File: config.mk
export PLATFORM = sky130hd
export DESIGN_NAME = hpt_walker
export DESIGN_NICKNAME = d
export VERILOG_FILES = /design/src/rtl/hpt_pkg.sv /design/src/rtl/hpt_hash.sv /design/src/rtl/hpt_perm.sv /design/src/rtl/hpt_walker.sv
export SDC_FILE = /design/constraint.sdc
export NUM_CORES = 1
export LEC_CHECK = 0
export CAP_MARGIN = 10
export CORE_UTILIZATION = 49
export DETAILED_ROUTE_END_ITERATION = 8
export PLACE_DENSITY = 0.88
export SLEW_MARGIN = 20
export SYNTH_ARGS = -nofsm -noshare
export SYNTH_HDL_FRONTEND = slang
export SYNTH_SLANG_ARGS = --single-unit
File: constraint.sdc
create_clock -name clk -period 3.05 [get_ports clk]
set_input_delay 0.305 -clock clk [delete_from_list [all_inputs] [get_ports clk]]
set_output_delay 0.305 -clock clk [all_outputs]
set_load 0.05 [all_outputs]
File: src/rtl/hpt_pkg.sv
package hpt_pkg;
  localparam int XLEN = 32;

  typedef enum logic [1:0] {
    FLT_NONE = 2'd0,
    FLT_MISS = 2'd1,
    FLT_PROT = 2'd2
  } fault_e;

  typedef enum logic [2:0] {
    S_IDLE,
    S_TAG,
    S_DATA,
    S_EVAL,
    S_SET_REF,
    S_SET_CHG
  } walk_e;

  localparam logic [XLEN-1:0] TAG_VALID = 32'h8000_0000;
  localparam logic [XLEN-1:0] TAG_SEC   = 32'h0000_0040;
  localparam logic [XLEN-1:0] REF_BIT   = 32'h0000_0100;
  localparam logic [XLEN-1:0] CHG_BIT   = 32'h0000_0080;
endpackage

File: src/rtl/hpt_hash.sv
module hpt_hash
  import hpt_pkg::*;
#(
  parameter int GRP_SHIFT = 6
) (
  input  logic [27:0]     vsid,
  input  logic [15:0]     page,
  input  logic [15:0]     tbl_base,
  input  logic [8:0]      tbl_mask,
  input  logic            sec,
  output logic [XLEN-1:0] grp,
  output logic [XLEN-1:0] tag
);
  localparam logic [XLEN-1:0] LOW_MASK =
    32'h0000_FFFF & ~((32'd1 << GRP_SHIFT) - 32'd1);

  logic [XLEN-1:0] raw, sel, mask;

  always_comb begin
    raw  = ({4'b0, vsid} ^ {16'b0, page}) << GRP_SHIFT;
    sel  = sec ? ~raw : raw;
    mask = {7'b0, tbl_mask, 16'h0} | LOW_MASK;
    grp  = {tbl_base, 16'h0} | (sel & mask);
    tag  = TAG_VALID | (sec ? TAG_SEC : '0) | ({4'b0, vsid} << 7) |
           {26'b0, page[15:10]};
  end
endmodule

File: src/rtl/hpt_perm.sv
module hpt_perm (
  input  logic [1:0] pp_lo,
  input  logic       key_sup,
  input  logic       key_usr,
  input  logic       user,
  output logic       rd,
  output logic       wr
);
  logic [2:0] code;

  always_comb begin
    code = {(user ? key_usr : key_sup), pp_lo};
    rd   = 1'b0;
    wr   = 1'b0;
    unique case (code)
      3'd0, 3'd1, 3'd2, 3'd6: begin rd = 1'b1; wr = 1'b1; end
      3'd3, 3'd5, 3'd7:       begin rd = 1'b1; wr = 1'b0; end
      default:                begin rd = 1'b0; wr = 1'b0; end
    endcase
  end
endmodule

File: src/rtl/hpt_walker.sv
module hpt_walker
  import hpt_pkg::*;
#(
  parameter int GRP_SHIFT = 6
) (
  input  logic        clk,
  input  logic        rst,
  input  logic        start,
  input  logic [31:0] ea,
  input  logic [31:0] seg,
  input  logic [31:0] tbl,
  input  logic        user,
  input  logic        store,
  output logic        mem_req,
  output logic        mem_we,
  output logic [31:0] mem_addr,
  output logic [3:0]  mem_be,
  output logic [31:0] mem_wdata,
  input  logic        mem_ack,
  input  logic [31:0] mem_rdata,
  output logic        done,
  output logic        hit,
  output logic [1:0]  fault,
  output logic [31:0] pa,
  output logic        perm_r,
  output logic        perm_w,
  output logic        perm_x
);
  localparam int ENTRIES = (1 << GRP_SHIFT) / 8;
  localparam int IDXW    = (ENTRIES > 1) ? $clog2(ENTRIES) : 1;
  localparam logic [IDXW-1:0] LAST = IDXW'(ENTRIES - 1);

  walk_e           state;
  fault_e          fault_q;
  logic [11:0]     off_q;
  logic [15:0]     page_q;
  logic [27:0]     vsid_q;
  logic            ksup_q, kusr_q;
  logic [15:0]     base_q;
  logic [8:0]      tmask_q;
  logic            user_q, store_q, sec_q;
  logic [IDXW-1:0] idx_q;
  logic [31:0]     w1_q;

  logic [31:0] grp, tag, ent_off;
  logic        rd_ok, wr_ok, need_ref, need_chg, finish_hit, finish_miss;
  logic        unused_ok;

  assign unused_ok = ^{ea[31:28], seg[31], tbl[15:9]};

  hpt_hash #(.GRP_SHIFT(GRP_SHIFT)) u_hash (
    .vsid(vsid_q), .page(page_q), .tbl_base(base_q), .tbl_mask(tmask_q),
    .sec(sec_q), .grp(grp), .tag(tag)
  );

  hpt_perm u_perm (
    .pp_lo(w1_q[1:0]), .key_sup(ksup_q), .key_usr(kusr_q), .user(user_q),
    .rd(rd_ok), .wr(wr_ok)
  );

  always_comb begin
    ent_off   = 32'(idx_q) << 3;
    mem_req   = (state == S_TAG) || (state == S_DATA) ||
                (state == S_SET_REF) || (state == S_SET_CHG);
    mem_we    = (state == S_SET_REF) || (state == S_SET_CHG);
    mem_addr  = grp | ent_off | ((state == S_TAG) ? 32'd0 : 32'd4);
    mem_be    = (state == S_SET_REF) ? 4'b0010 :
                (state == S_SET_CHG) ? 4'b0001 : 4'b1111;
    mem_wdata = w1_q | REF_BIT | CHG_BIT;
    need_ref  = rd_ok && !w1_q[8];
    need_chg  = store_q && wr_ok && !w1_q[7];
    finish_hit  = (state == S_EVAL && !need_ref && !need_chg) ||
                  (state == S_SET_REF && mem_ack && !need_chg) ||
                  (state == S_SET_CHG && mem_ack);
    finish_miss = (state == S_TAG) && mem_ack && (mem_rdata != tag) &&
                  (idx_q == LAST) && sec_q;
  end

  assign fault = fault_q;

  always_ff @(posedge clk) begin
    if (rst) begin
      state   <= S_IDLE;
      fault_q <= FLT_NONE;
      done    <= 1'b0;
      hit     <= 1'b0;
      pa      <= '0;
      perm_r  <= 1'b0;
      perm_w  <= 1'b0;
      perm_x  <= 1'b0;
      off_q   <= '0;
      page_q  <= '0;
      vsid_q  <= '0;
      ksup_q  <= 1'b0;
      kusr_q  <= 1'b0;
      base_q  <= '0;
      tmask_q <= '0;
      user_q  <= 1'b0;
      store_q <= 1'b0;
      sec_q   <= 1'b0;
      idx_q   <= '0;
      w1_q    <= '0;
    end else begin
      done <= 1'b0;
      unique case (state)
        S_IDLE: if (start) begin
          off_q   <= ea[11:0];
          page_q  <= ea[27:12];
          vsid_q  <= seg[27:0];
          ksup_q  <= seg[30];
          kusr_q  <= seg[29];
          base_q  <= tbl[31:16];
          tmask_q <= tbl[8:0];
          user_q  <= user;
          store_q <= store;
          sec_q   <= 1'b0;
          idx_q   <= '0;
          state   <= S_TAG;
        end
        S_TAG: if (mem_ack) begin
          if (mem_rdata == tag) begin
            state <= S_DATA;
          end else if (idx_q == LAST) begin
            idx_q <= '0;
            sec_q <= 1'b1;
          end else begin
            idx_q <= idx_q + 1'b1;
          end
        end
        S_DATA: if (mem_ack) begin
          w1_q  <= mem_rdata;
          state <= S_EVAL;
        end
        S_EVAL: begin
          pa    <= {w1_q[31:12], off_q};
          state <= need_ref ? S_SET_REF : S_SET_CHG;
        end
        S_SET_REF: if (mem_ack) state <= S_SET_CHG;
        S_SET_CHG: ;
        default: state <= S_IDLE;
      endcase

      if (finish_hit) begin
        state   <= S_IDLE;
        done    <= 1'b1;
        perm_r  <= rd_ok;
        perm_w  <= wr_ok;
        perm_x  <= 1'b1;
        hit     <= rd_ok && !(store_q && !wr_ok);
        fault_q <= (rd_ok && !(store_q && !wr_ok)) ? FLT_NONE : FLT_PROT;
      end
      if (finish_miss) begin
        state   <= S_IDLE;
        done    <= 1'b1;
        hit     <= 1'b0;
        fault_q <= FLT_MISS;
        pa      <= '0;
        perm_r  <= 1'b0;
        perm_w  <= 1'b0;
        perm_x  <= 1'b0;
      end
    end
  end
endmodule

==> results of run 1 <==
-- worst max-delay path, stage by stage, from the launching register on --
cell,delay (ns)
dfxtp_1,0.53
buf_4,0.37
xnor2_1,0.19
clkdlybuf4s50_1,0.84
-- synth_stat cells, types with 2 or more instances --
cell,number,share of area
nand2_1,235,0.12
ha_1,2,0.0035
buf_6,4,0.0063
xor2_1,3,0.0037
buf_1,5,0.0026
nor2_1,6,0.0032
dfxtp_1,159,0.45
and3_1,2,0.0018
clkbuf_1,26,0.014
a21oi_1,121,0.085
a21o_1,10,0.011
mux2i_1,35,0.049
or4_1,3,0.0032
conb_1,2,0.0011
nor3_2,30,0.042
xnor2_1,64,0.079
nand3_1,6,0.0042
nor3_1,5,0.0035
nor4_4,2,0.0060
buf_4,43,0.045
nand4_1,8,0.0070
buf_2,18,0.013
inv_1,8,0.0042
a2111oi_2,3,0.0063
-- per-stage QoR --
stage	utilization	cells	power (mW)	cell area (um^2)	worst slack, ns
finish	0.692	1171	5.01	9680	0.391
detailed placement	0.648	1139	2.87	9060	0.481
global route	0.692	1170	5.18	9670	0.307
floorplan	-	824	2.60	7110	1.05
global placement	0.648	1139	2.87	9060	0.544
CTS	0.691	1169	5.04	9670	0.368
-- where the power goes --
part | switching, mW | internal [mW]
clock network | 0.787 | 1.38
registers | 0.0521 | 2.14
logic | 0.348 | 0.295
-- layer usage --
layer	vias up	global-route usage
met3	24	0.0706
met4	0	0.0983
li1	2982	-
met5	-	0
met2	201	0.453
met1	2803	0.313
-- kinds of logic (layout without fill, tap and decap cells) --
kind of cell    count (synthesis)  in the layout  share of synthesized area
compound gates                148            148                      0.122
xor+xnor                       67             67                     0.0826
fa+ha+maj                       2              2                    0.00352
buf+inv                       104            269                     0.0851
flops                         159            159                      0.448
mux                            37             37                     0.0534
other cells                     2              6                    0.00106
simple gates                  303            303                      0.204
-- final cells by class --
cell class              count  area, um^2  area share
diodes                      2        5.00    0.000517
multi-input cells         561        3330       0.344
repair buffers            231        2300       0.238
clock buffers              24         502      0.0519
well taps                 180         225      0.0233
flip-flops and latches    159        3180       0.329
inverters                   8        30.0     0.00310
clock inverters             6         105      0.0109
-- registers in the layout, summed over array words and instances (netlist names), 2 cells and up --
register and count:
w1_q 32, idx_q 3, base_q 16, vsid_q 24
off_q 12, pa 32, page_q 16, tmask_q 9
state 3, fault 2
-- final timing paths --
check,to,slack [ns],cells after the start
setup / recovery,mem_addr[14],0.39,3
hold / removal,page_q[3],0.43,3
setup reg to reg,pa[5],0.57,6
hold reg to reg,off_q[0],0.45,2
-- cells in the final DEF, fill, tap and decap left out, types with 2 or more instances in the layout --
master / n
clkdlybuf4s50_1: 214
nor3_1: 5
xor2_1: 3
dfxtp_1: 159
diode_2: 2
nor4_4: 2
clkbuf_1: 2
nand3_1: 6
buf_4: 14
nand2_1: 235
nand4_1: 8
xnor2_1: 64
clkinv_2: 3
a21oi_1: 121
clkbuf_16: 17
inv_1: 8
mux2i_1: 35
clkbuf_8: 5
nor2_1: 6
nor3_2: 30
buf_12: 2
or4_1: 3
a21o_1: 10
conb_1: 4
bufinv_16: 3
and3_1: 2
a2111oi_2: 3
ha_1: 2
==> results.sh, run 1 <==
export IMPL_power_leakage_nw=3.75
export IMPL_num_rows=43
export IMPL_cts_resized=0
export IMPL_antenna_found_initial=2
export IMPL_clockBufferDepth=2
export IMPL_r2r_start="state[0]"
export IMPL_dr_wl_met3_mm=1.23
export IMPL_slew_violations=0
export IMPL_gp_congestion=0.828
export IMPL_clock_sinks=159
export IMPL_worstMarginPinSlew_ns=0.986
export IMPL_netlist_instances=822
export IMPL_clk_latency_ns=0.42
export IMPL_crit_type="reg -> out"
export IMPL_hold_buffers=0
export IMPL_wl_mm=19.3
export IMPL_die_w_um=122
export IMPL_wl_met1_mm=8.00
export IMPL_cts_repair_timing_setup_buffer_count=0
export IMPL_route_detailed_drc=0
export IMPL_grt_max_degree=123
export IMPL_drive_above_1_share=0.0890
export IMPL_hold_start="ea[15]"
export IMPL_routed_via_count=6010
export IMPL_ir_worst_vdd_mv=0.358
export IMPL_critPathLaunch="sec_q"
export IMPL_timing_hold_ws_ns=0.431
export IMPL_synth_edf_count=0
export IMPL_core_mm2=0.0140
export IMPL_seq_area_frac_synth=0.448
export IMPL_cts_tree="yes"
export IMPL_area_growth_pct=36.3
export IMPL_final_nets=1114
export IMPL_chipHeight_um=122
export IMPL_io_pins=243
export IMPL_dp_hpwl_mm=13.6
export IMPL_relSlewSlack=0.343
export IMPL_syn_area_mm2=0.00710
export IMPL_highest_layer="met4"
export IMPL_critPathLaunchType="flip-flop"
export IMPL_vias_per_cell=5.13
export IMPL_crit_path_end_kind="output pin"
export IMPL_grt_pass1_vias=5791
export IMPL_p_per_area_mw_per_mm2=517
export IMPL_cap_viol_max_count=0
export IMPL_drt_wirelength_per_cell_um=16.5
export IMPL_rsz0062_at_grt="false"
export IMPL_finalSetupTns_ns=0
export IMPL_layout_min_cycle_time_ns=2.66
export IMPL_finalHoldViolCount=0
export IMPL_hold_path_class="in -> reg"
export IMPL_cp_max_fo=16
export IMPL_ant_nets=0
export IMPL_routed_wl_met2_mm=9.75
export IMPL_postSynthAreaPerCell_um2=8.64
export IMPL_status="finished, final reports clean"
export IMPL_max_freq_ghz=0.376
export IMPL_drtIter0Drc=438
export IMPL_clockRootBuffer="clkbuf_16"
export IMPL_grt_overflow_total=0
export IMPL_setup_violations=0
export IMPL_yosysUniqueCellTypes=46
export IMPL_ys_ff_latch=159
export IMPL_die_area_mm2=0.0150
export IMPL_io_buffers=221
export IMPL_initial_core_util=0.508
export IMPL_num_fill_cells=1139
export IMPL_ys_flop_type="dfxtp_1"
export IMPL_grt_pass1_wl_mm=29.9
export IMPL_period_share=0.872
export IMPL_drt_pre_antenna_iters=5
export IMPL_clk_pin_slew_ns=0.06
export IMPL_cts_inserted_buffers=17
export IMPL_grt_usage=0.264
export IMPL_arrival_ns=2.35
export IMPL_h_tree_depth=4
export IMPL_cp_required_ns=2.74
export IMPL_skew_ns=0.00842
export IMPL_synthArstFlopShare=0
export IMPL_ys_warn_count=0
(Power assumes the default switching activity.)
==> run 2: changes to the inputs <==
PLACE_DENSITY = default   (was 0.88)
PLACE_DENSITY_LB_ADDON = 0.2   (was default)
==> run 2 against run 1 <==
  * First-iteration DRC count fell by 5.9%
  * Non-clock buffer count rose by 6
  * Power fell by 0.98%
  * Critical path depth did not move
  * Largest cell class unchanged
  * Clock power fell by 2%
  * Utilization rose by 0.13 points
  * Final area rose by 0.18%
  * Sequential share of layout area fell by 0.059 points
  * Via count rose by 0.20%
  * Die area did not move
  * Global-route usage fell by 1.1 points
  * Count of clock-buffer cells in the layout fell by 6
==> results.sh, run 2 (same netlist as run 1, synthesis figures left out) <==
export IMPL_crit_type="reg -> out"
export IMPL_gp_congestion=0.813
export IMPL_worstPathCellList="buf_4 > xnor2_1 > clkdlybuf4s50_1"
export IMPL_globalRouteMet1Util=0.328
export IMPL_die_w_um=122
export IMPL_critPathLaunchType="flip-flop"
export IMPL_crit_buf_inv=2
export IMPL_hold_start="tbl[18]"
export IMPL_cap_viol_max_count=0
export IMPL_worstMarginPinSlew_ns=1.01
export IMPL_num_rows=43
export IMPL_grt_pass1_wl_mm=28.8
export IMPL_arrival_ns=2.26
export IMPL_cp_required_ns=2.74
export IMPL_p_per_area_mw_per_mm2=511
export IMPL_cts_tree="yes"
export IMPL_antennaDiodeCount=0
export IMPL_cts_resized=0
export IMPL_min_to="base_q[2]"
export IMPL_finalSetupTns_ns=0
export IMPL_grt_overflow_total=0
export IMPL_num_fill_cells=1187
export IMPL_layout_min_cycle_time_ns=2.56
export IMPL_seqCellArea_mm2=0.00318
export IMPL_io_pins=243
export IMPL_core_mm2=0.0140
export IMPL_ant_nets=0
export IMPL_rsz0062_at_grt="false"
export IMPL_rrSetupSlack_ns=0.60
export IMPL_r2r_cells=7
export IMPL_setup_violations=0
export IMPL_worstReg2RegEnd="pa[6]"
export IMPL_hold_path_cell_count=3
export IMPL_path_delay_family="buffers and inverters"
export IMPL_antenna_found_initial=0
export IMPL_ir_worst_vdd_mv=0.389
export IMPL_h_tree_depth=4
export IMPL_cp_slowest_stage_delay_ns=0.83
export IMPL_grt_usage=0.253
export IMPL_relSlewSlack=0.325
export IMPL_io_buffers=221
export IMPL_grt_max_degree=122
export IMPL_cts_inserted_buffers=17
export IMPL_critPathSlowestCell="clkdlybuf4s50_1"
export IMPL_p_total_mw=4.96
export IMPL_wl_mm=18.5
export IMPL_clockBufferDepth=2
export IMPL_clock_sinks=159
export IMPL_clk_pin_slew_ns=0.06
export IMPL_drt_pre_antenna_iters=5
export IMPL_clk_latency_ns=0.42
export IMPL_use_met3=0.0669
export IMPL_finalHoldViolCount=0
export IMPL_drive_above_1_share=0.0983
export IMPL_multi_input_area_mm2=0.00333
export IMPL_dp_hpwl_mm=13.3
export IMPL_chipHeight_um=122
export IMPL_initial_core_util=0.508
export IMPL_status="finished, final reports clean"
export IMPL_routed_via_count=6022
export IMPL_drt_wirelength_per_cell_um=15.8
export IMPL_route_detailed_drc=0
export IMPL_hold_path_class="in -> reg"
export IMPL_clockRootBuffer="clkbuf_16"
export IMPL_crit_path_end_kind="output pin"
export IMPL_max_freq_ghz=0.390
export IMPL_skew_ns=0.00764
export IMPL_slew_violations=0
export IMPL_use_met2=0.402
export IMPL_cp_max_fo=10
export IMPL_period_share=0.840
export IMPL_die_area_mm2=0.0150
export IMPL_r2r_start="state[0]"
export IMPL_final_common_cell="nand2_1"
export IMPL_vias_per_cell=5.12
export IMPL_power_leakage_nw=3.76
export IMPL_hold_buffers=0
export IMPL_area_growth_pct=36.5
export IMPL_final_cell_mix="235 x nand2_1, 214 x clkdlybuf4s50_1, 159 x dfxtp_1, 121 x a21oi_1, 64 x xnor2_1"
export IMPL_cts_repair_timing_setup_buffer_count=0
export IMPL_reg_top3="pa (32), w1_q (32), vsid_q (24)"
export IMPL_grt_busiest_layer="met2"
export IMPL_drtIter0Drc=412
export IMPL_final_nets=1120
export IMPL_grt_pass1_vias=5589
[run 2: cell types whose count changed in the layout (fill, tap and decap cells not counted), moves of 2 or more]
| cell | previous run | this run |
|---|---|---|
| clkinv_2 | 3 | 1 |
| buf_4 | 14 | 21 |
| clkinv_4 | 0 | 3 |
| clkbuf_1 | 2 | 0 |
| clkinvlp_4 | 0 | 3 |
| diode_2 | 2 | 0 |
| inv_6 | 0 | 5 |
| clkbuf_8 | 5 | 1 |
[run 2: layout make-up]
cell class | instances | area share
clock buffer | 18 | 0.0453
multi-input combinational | 561 | 0.343
inverter | 8 | 0.00310
sequential | 159 | 0.328
tap | 180 | 0.0232
clock inverter | 14 | 0.0163
timing repair buffer | 237 | 0.240
[run 2: worst max-delay path by stage]
stage / startpoint / to / slack, ns / cells past startpoint
floorplan: idx_q[0] / pa[0] / 1.05 / 7
global placement: mem_rdata[20] / pa[20] / 0.54 / 7
detailed placement: mem_rdata[20] / pa[6] / 0.52 / 7
CTS: sec_q / mem_addr[15] / 0.44 / 3
global route: sec_q / mem_addr[15] / 0.37 / 3
finish: sec_q / mem_addr[15] / 0.49 / 3
[run 2: where the power goes]
part | internal, mW | total (mW) | switching (mW)
combinational | 0.295 | 0.642 | 0.346
sequential | 2.14 | 2.19 | 0.0523
clock | 1.24 | 2.12 | 0.881
[run 2: stage by stage]
| step | setup slack, ns | util | instance area, um^2 | cells | hold slack, ns |
|---|---|---|---|---|---|
| 4_1_cts | 0.438 | 0.693 | 9690 | 1177 | 0.409 |
| 6_report | 0.487 | 0.693 | 9690 | 1177 | 0.427 |
| 5_1_grt | 0.374 | 0.693 | 9690 | 1177 | 0.427 |
| 3_5_place_dp | 0.521 | 0.650 | 9100 | 1145 | 0.447 |
| 3_3_place_gp | 0.535 | 0.650 | 9100 | 1145 | 0.441 |
| 2_1_floorplan | 1.05 | - | 7110 | 824 | 0.414 |
[run 2: metal layers]
layer / vias to the layer above / wire length, um
met4: 0 / 335
li1: 3011 / -
met5: - / 0
met1: 2792 / 8130
met3: 20 / 1230
met2: 199 / 8850
[run 2: worst reg2reg max path, stage by stage, from the launching register on]
cell	delay (ns)
dfxtp_1	0.53
nor3b_2	0.24
buf_4	0.15
nand2_1	0.08
nor2_1	0.15
a21boi_4	0.74
buf_4	0.34
nor3_1	0.07
==> run 3: changes to the inputs <==
CORE_UTILIZATION = 46   (was 49)
clock period = 2.6 ns   (was 3.05 ns; I/O delays follow)
==> run 3 against run 2 <==
  * Count of clock-buffer cells in the layout down 1
  * Sequential cell count is the same
  * Die area up 6.4%
  * Hold slack got worse by 0.093 ns
  * Register-to-register slack worse by 0.12 ns
  * Via count shrank 0.83%
  * Critical path depth is 1 higher
  * Power is 19% higher
  * Utilization shrank 4.6 points
  * Clock skew up 0.00084 ns
  * Final cell count is 0.68% higher
  * Largest cell class unchanged
  * Largest power group is now the clock network
==> results.sh, run 3 (same netlist as run 1, synthesis figures left out) <==
export IMPL_period_share=0.938
export IMPL_clock_sinks=159
export IMPL_max_freq_ghz=0.410
export IMPL_antenna_found_initial=1
export IMPL_status="finished, final reports clean"
export IMPL_finalSetupTns_ns=0
export IMPL_relSlewSlack=0.438
export IMPL_gp_congestion=0.834
export IMPL_place_area_mm2=0.00918
export IMPL_grt_pass1_vias=5760
export IMPL_critPathLaunchType="flip-flop"
export IMPL_area_growth_pct=37.9
export IMPL_hold_path_class="in -> reg"
export IMPL_core_mm2=0.0151
export IMPL_cts_inserted_buffers=17
export IMPL_num_rows=45
export IMPL_cp_required_ns=2.34
export IMPL_cp_slowest_stage_delay_ns=0.72
export IMPL_clk_latency_ns=0.43
export IMPL_ir_worst_vdd_mv=0.449
export IMPL_num_fill_cells=1311
export IMPL_final_nets=1119
export IMPL_drt_wirelength_per_cell_um=16.0
export IMPL_wl_mm=18.9
export IMPL_h_tree_depth=4
export IMPL_final_common_cell="nand2_1"
export IMPL_hold_buffers=0
export IMPL_slew_violations=0
export IMPL_drtIter0Drc=308
export IMPL_p_total_mw=5.92
export IMPL_design_area_mm2=0.00979
export IMPL_route_detailed_drc=0
export IMPL_worstMarginPinSlew_ns=0.842
export IMPL_power_leakage_nw=3.80
export IMPL_vias_per_cell=5.04
export IMPL_placed_cells=1152
export IMPL_initial_core_util=0.469
export IMPL_p_per_area_mw_per_mm2=605
export IMPL_drt_pre_antenna_iters=5
export IMPL_seqCellArea_mm2=0.00318
export IMPL_grt_pass1_wl_mm=30.0
export IMPL_setup_violations=0
export IMPL_ant_nets=0
export IMPL_crit_path_end_kind="output pin"
export IMPL_timing_hold_ws_ns=0.334
export IMPL_multi_input_area_mm2=0.00333
export IMPL_chipHeight_um=126
export IMPL_grt_usage=0.243
export IMPL_crit_type="reg -> out"
export IMPL_clockRootBuffer="clkbuf_16"
export IMPL_io_pins=243
export IMPL_arrival_ns=2.18
export IMPL_cts_tree="yes"
export IMPL_layout_min_cycle_time_ns=2.44
export IMPL_die_w_um=126
export IMPL_grt_overflow_total=0
export IMPL_die_area_mm2=0.0159
export IMPL_finalHoldViolCount=0
export IMPL_drive_above_1_share=0.111
export IMPL_cap_viol_max_count=0
export IMPL_io_buffers=221
export IMPL_worstPathCellList="nor3b_2 > buf_4 > inv_1 > clkdlybuf4s50_1"
export IMPL_routed_via_count=5972
export IMPL_critPathSlowestCell="clkdlybuf4s50_1"
export IMPL_clockBufferDepth=2
export IMPL_grt_max_degree=99
export IMPL_clk_pin_slew_ns=0.06
export IMPL_reg_top3="pa (32), w1_q (32), vsid_q (24)"
export IMPL_rsz0062_at_grt="false"
export IMPL_fin_cells=1185
export IMPL_dp_hpwl_mm=13.6
export IMPL_cp_max_fo=9
export IMPL_cts_repair_timing_setup_buffer_count=0
export IMPL_final_cell_mix="235 x nand2_1, 201 x clkdlybuf4s50_1, 158 x dfxtp_1, 121 x a21oi_1, 64 x xnor2_1"
export IMPL_skew_ns=0.00848
run 3: cell types whose count changed in the layout (fill, tap and decap cells not counted), sizes merged:
cell,delta
clkdlybuf4s50,-13
buf,+12
bufinv,+1
clkbuf,-1
clkinv,+1
diode,+1
inv,-1
run 3: path summary, 6_finish.rpt:
check                                 from  slack [ns]          end  cells past startpoint
worst min-delay path                   rst        0.33       ksup_q                      2
worst max-delay path              state[0]        0.16  mem_addr[2]                      4
worst max register to register    state[0]        0.48       pa[27]                      6
worst min register to register  base_q[15]        0.45   base_q[15]                      2
run 3: report_power, final:
| part | internal, mW | leakage, nW | switching, mW |
|---|---|---|---|
| Clock | 1.52 | 0.291 | 1.05 |
| Sequential | 2.51 | 1.29 | 0.0603 |
| Combinational | 0.363 | 2.22 | 0.413 |
| Total | 4.39 | 3.80 | 1.53 |
run 3: layout make-up:
| cell class | instances | area share |
|---|---|---|
| Antenna cell | 1 | 0.000256 |
| Clock buffer | 17 | 0.0434 |
| Clock inverter | 15 | 0.0188 |
| Inverter | 8 | 0.00307 |
| Multi-Input combinational cell | 561 | 0.340 |
| Sequential cell | 159 | 0.325 |
| Tap cell | 188 | 0.0240 |
| Timing Repair Buffer | 236 | 0.245 |
run 3: worst max-delay path, delay by kind of cell, from the launching register on:
family | cells | cell delay, ns
buf+inv | 3 | 0.93
simple gates | 1 | 0.28
flops | 1 | 0.54
run 3: metrics by stage:
stage | utilization | setup slack (ns)
after floorplan | - | 0.597
after global placement | 0.606 | 0.255
after detailed placement | 0.606 | 0.218
after CTS | 0.646 | 0.0115
after global routing | 0.647 | 0.0550
final | 0.647 | 0.161
run 3: per-layer routing:
layer / vias to the layer above / GRT usage / part of all wire
li1: 3008 / - / -
met1: 2782 / 0.314 / 0.46
met2: 163 / 0.390 / 0.47
met3: 19 / 0.0641 / 0.055
met4: 0 / 0.0872 / 0.014
met5: - / 0 / 0
run 3: what timing repair did:
item                                    4_1_cts  5_1_grt
gates resized for setup                       0        1
endpoints found under the setup margin        0        5
hold endpoints to repair                      0        0
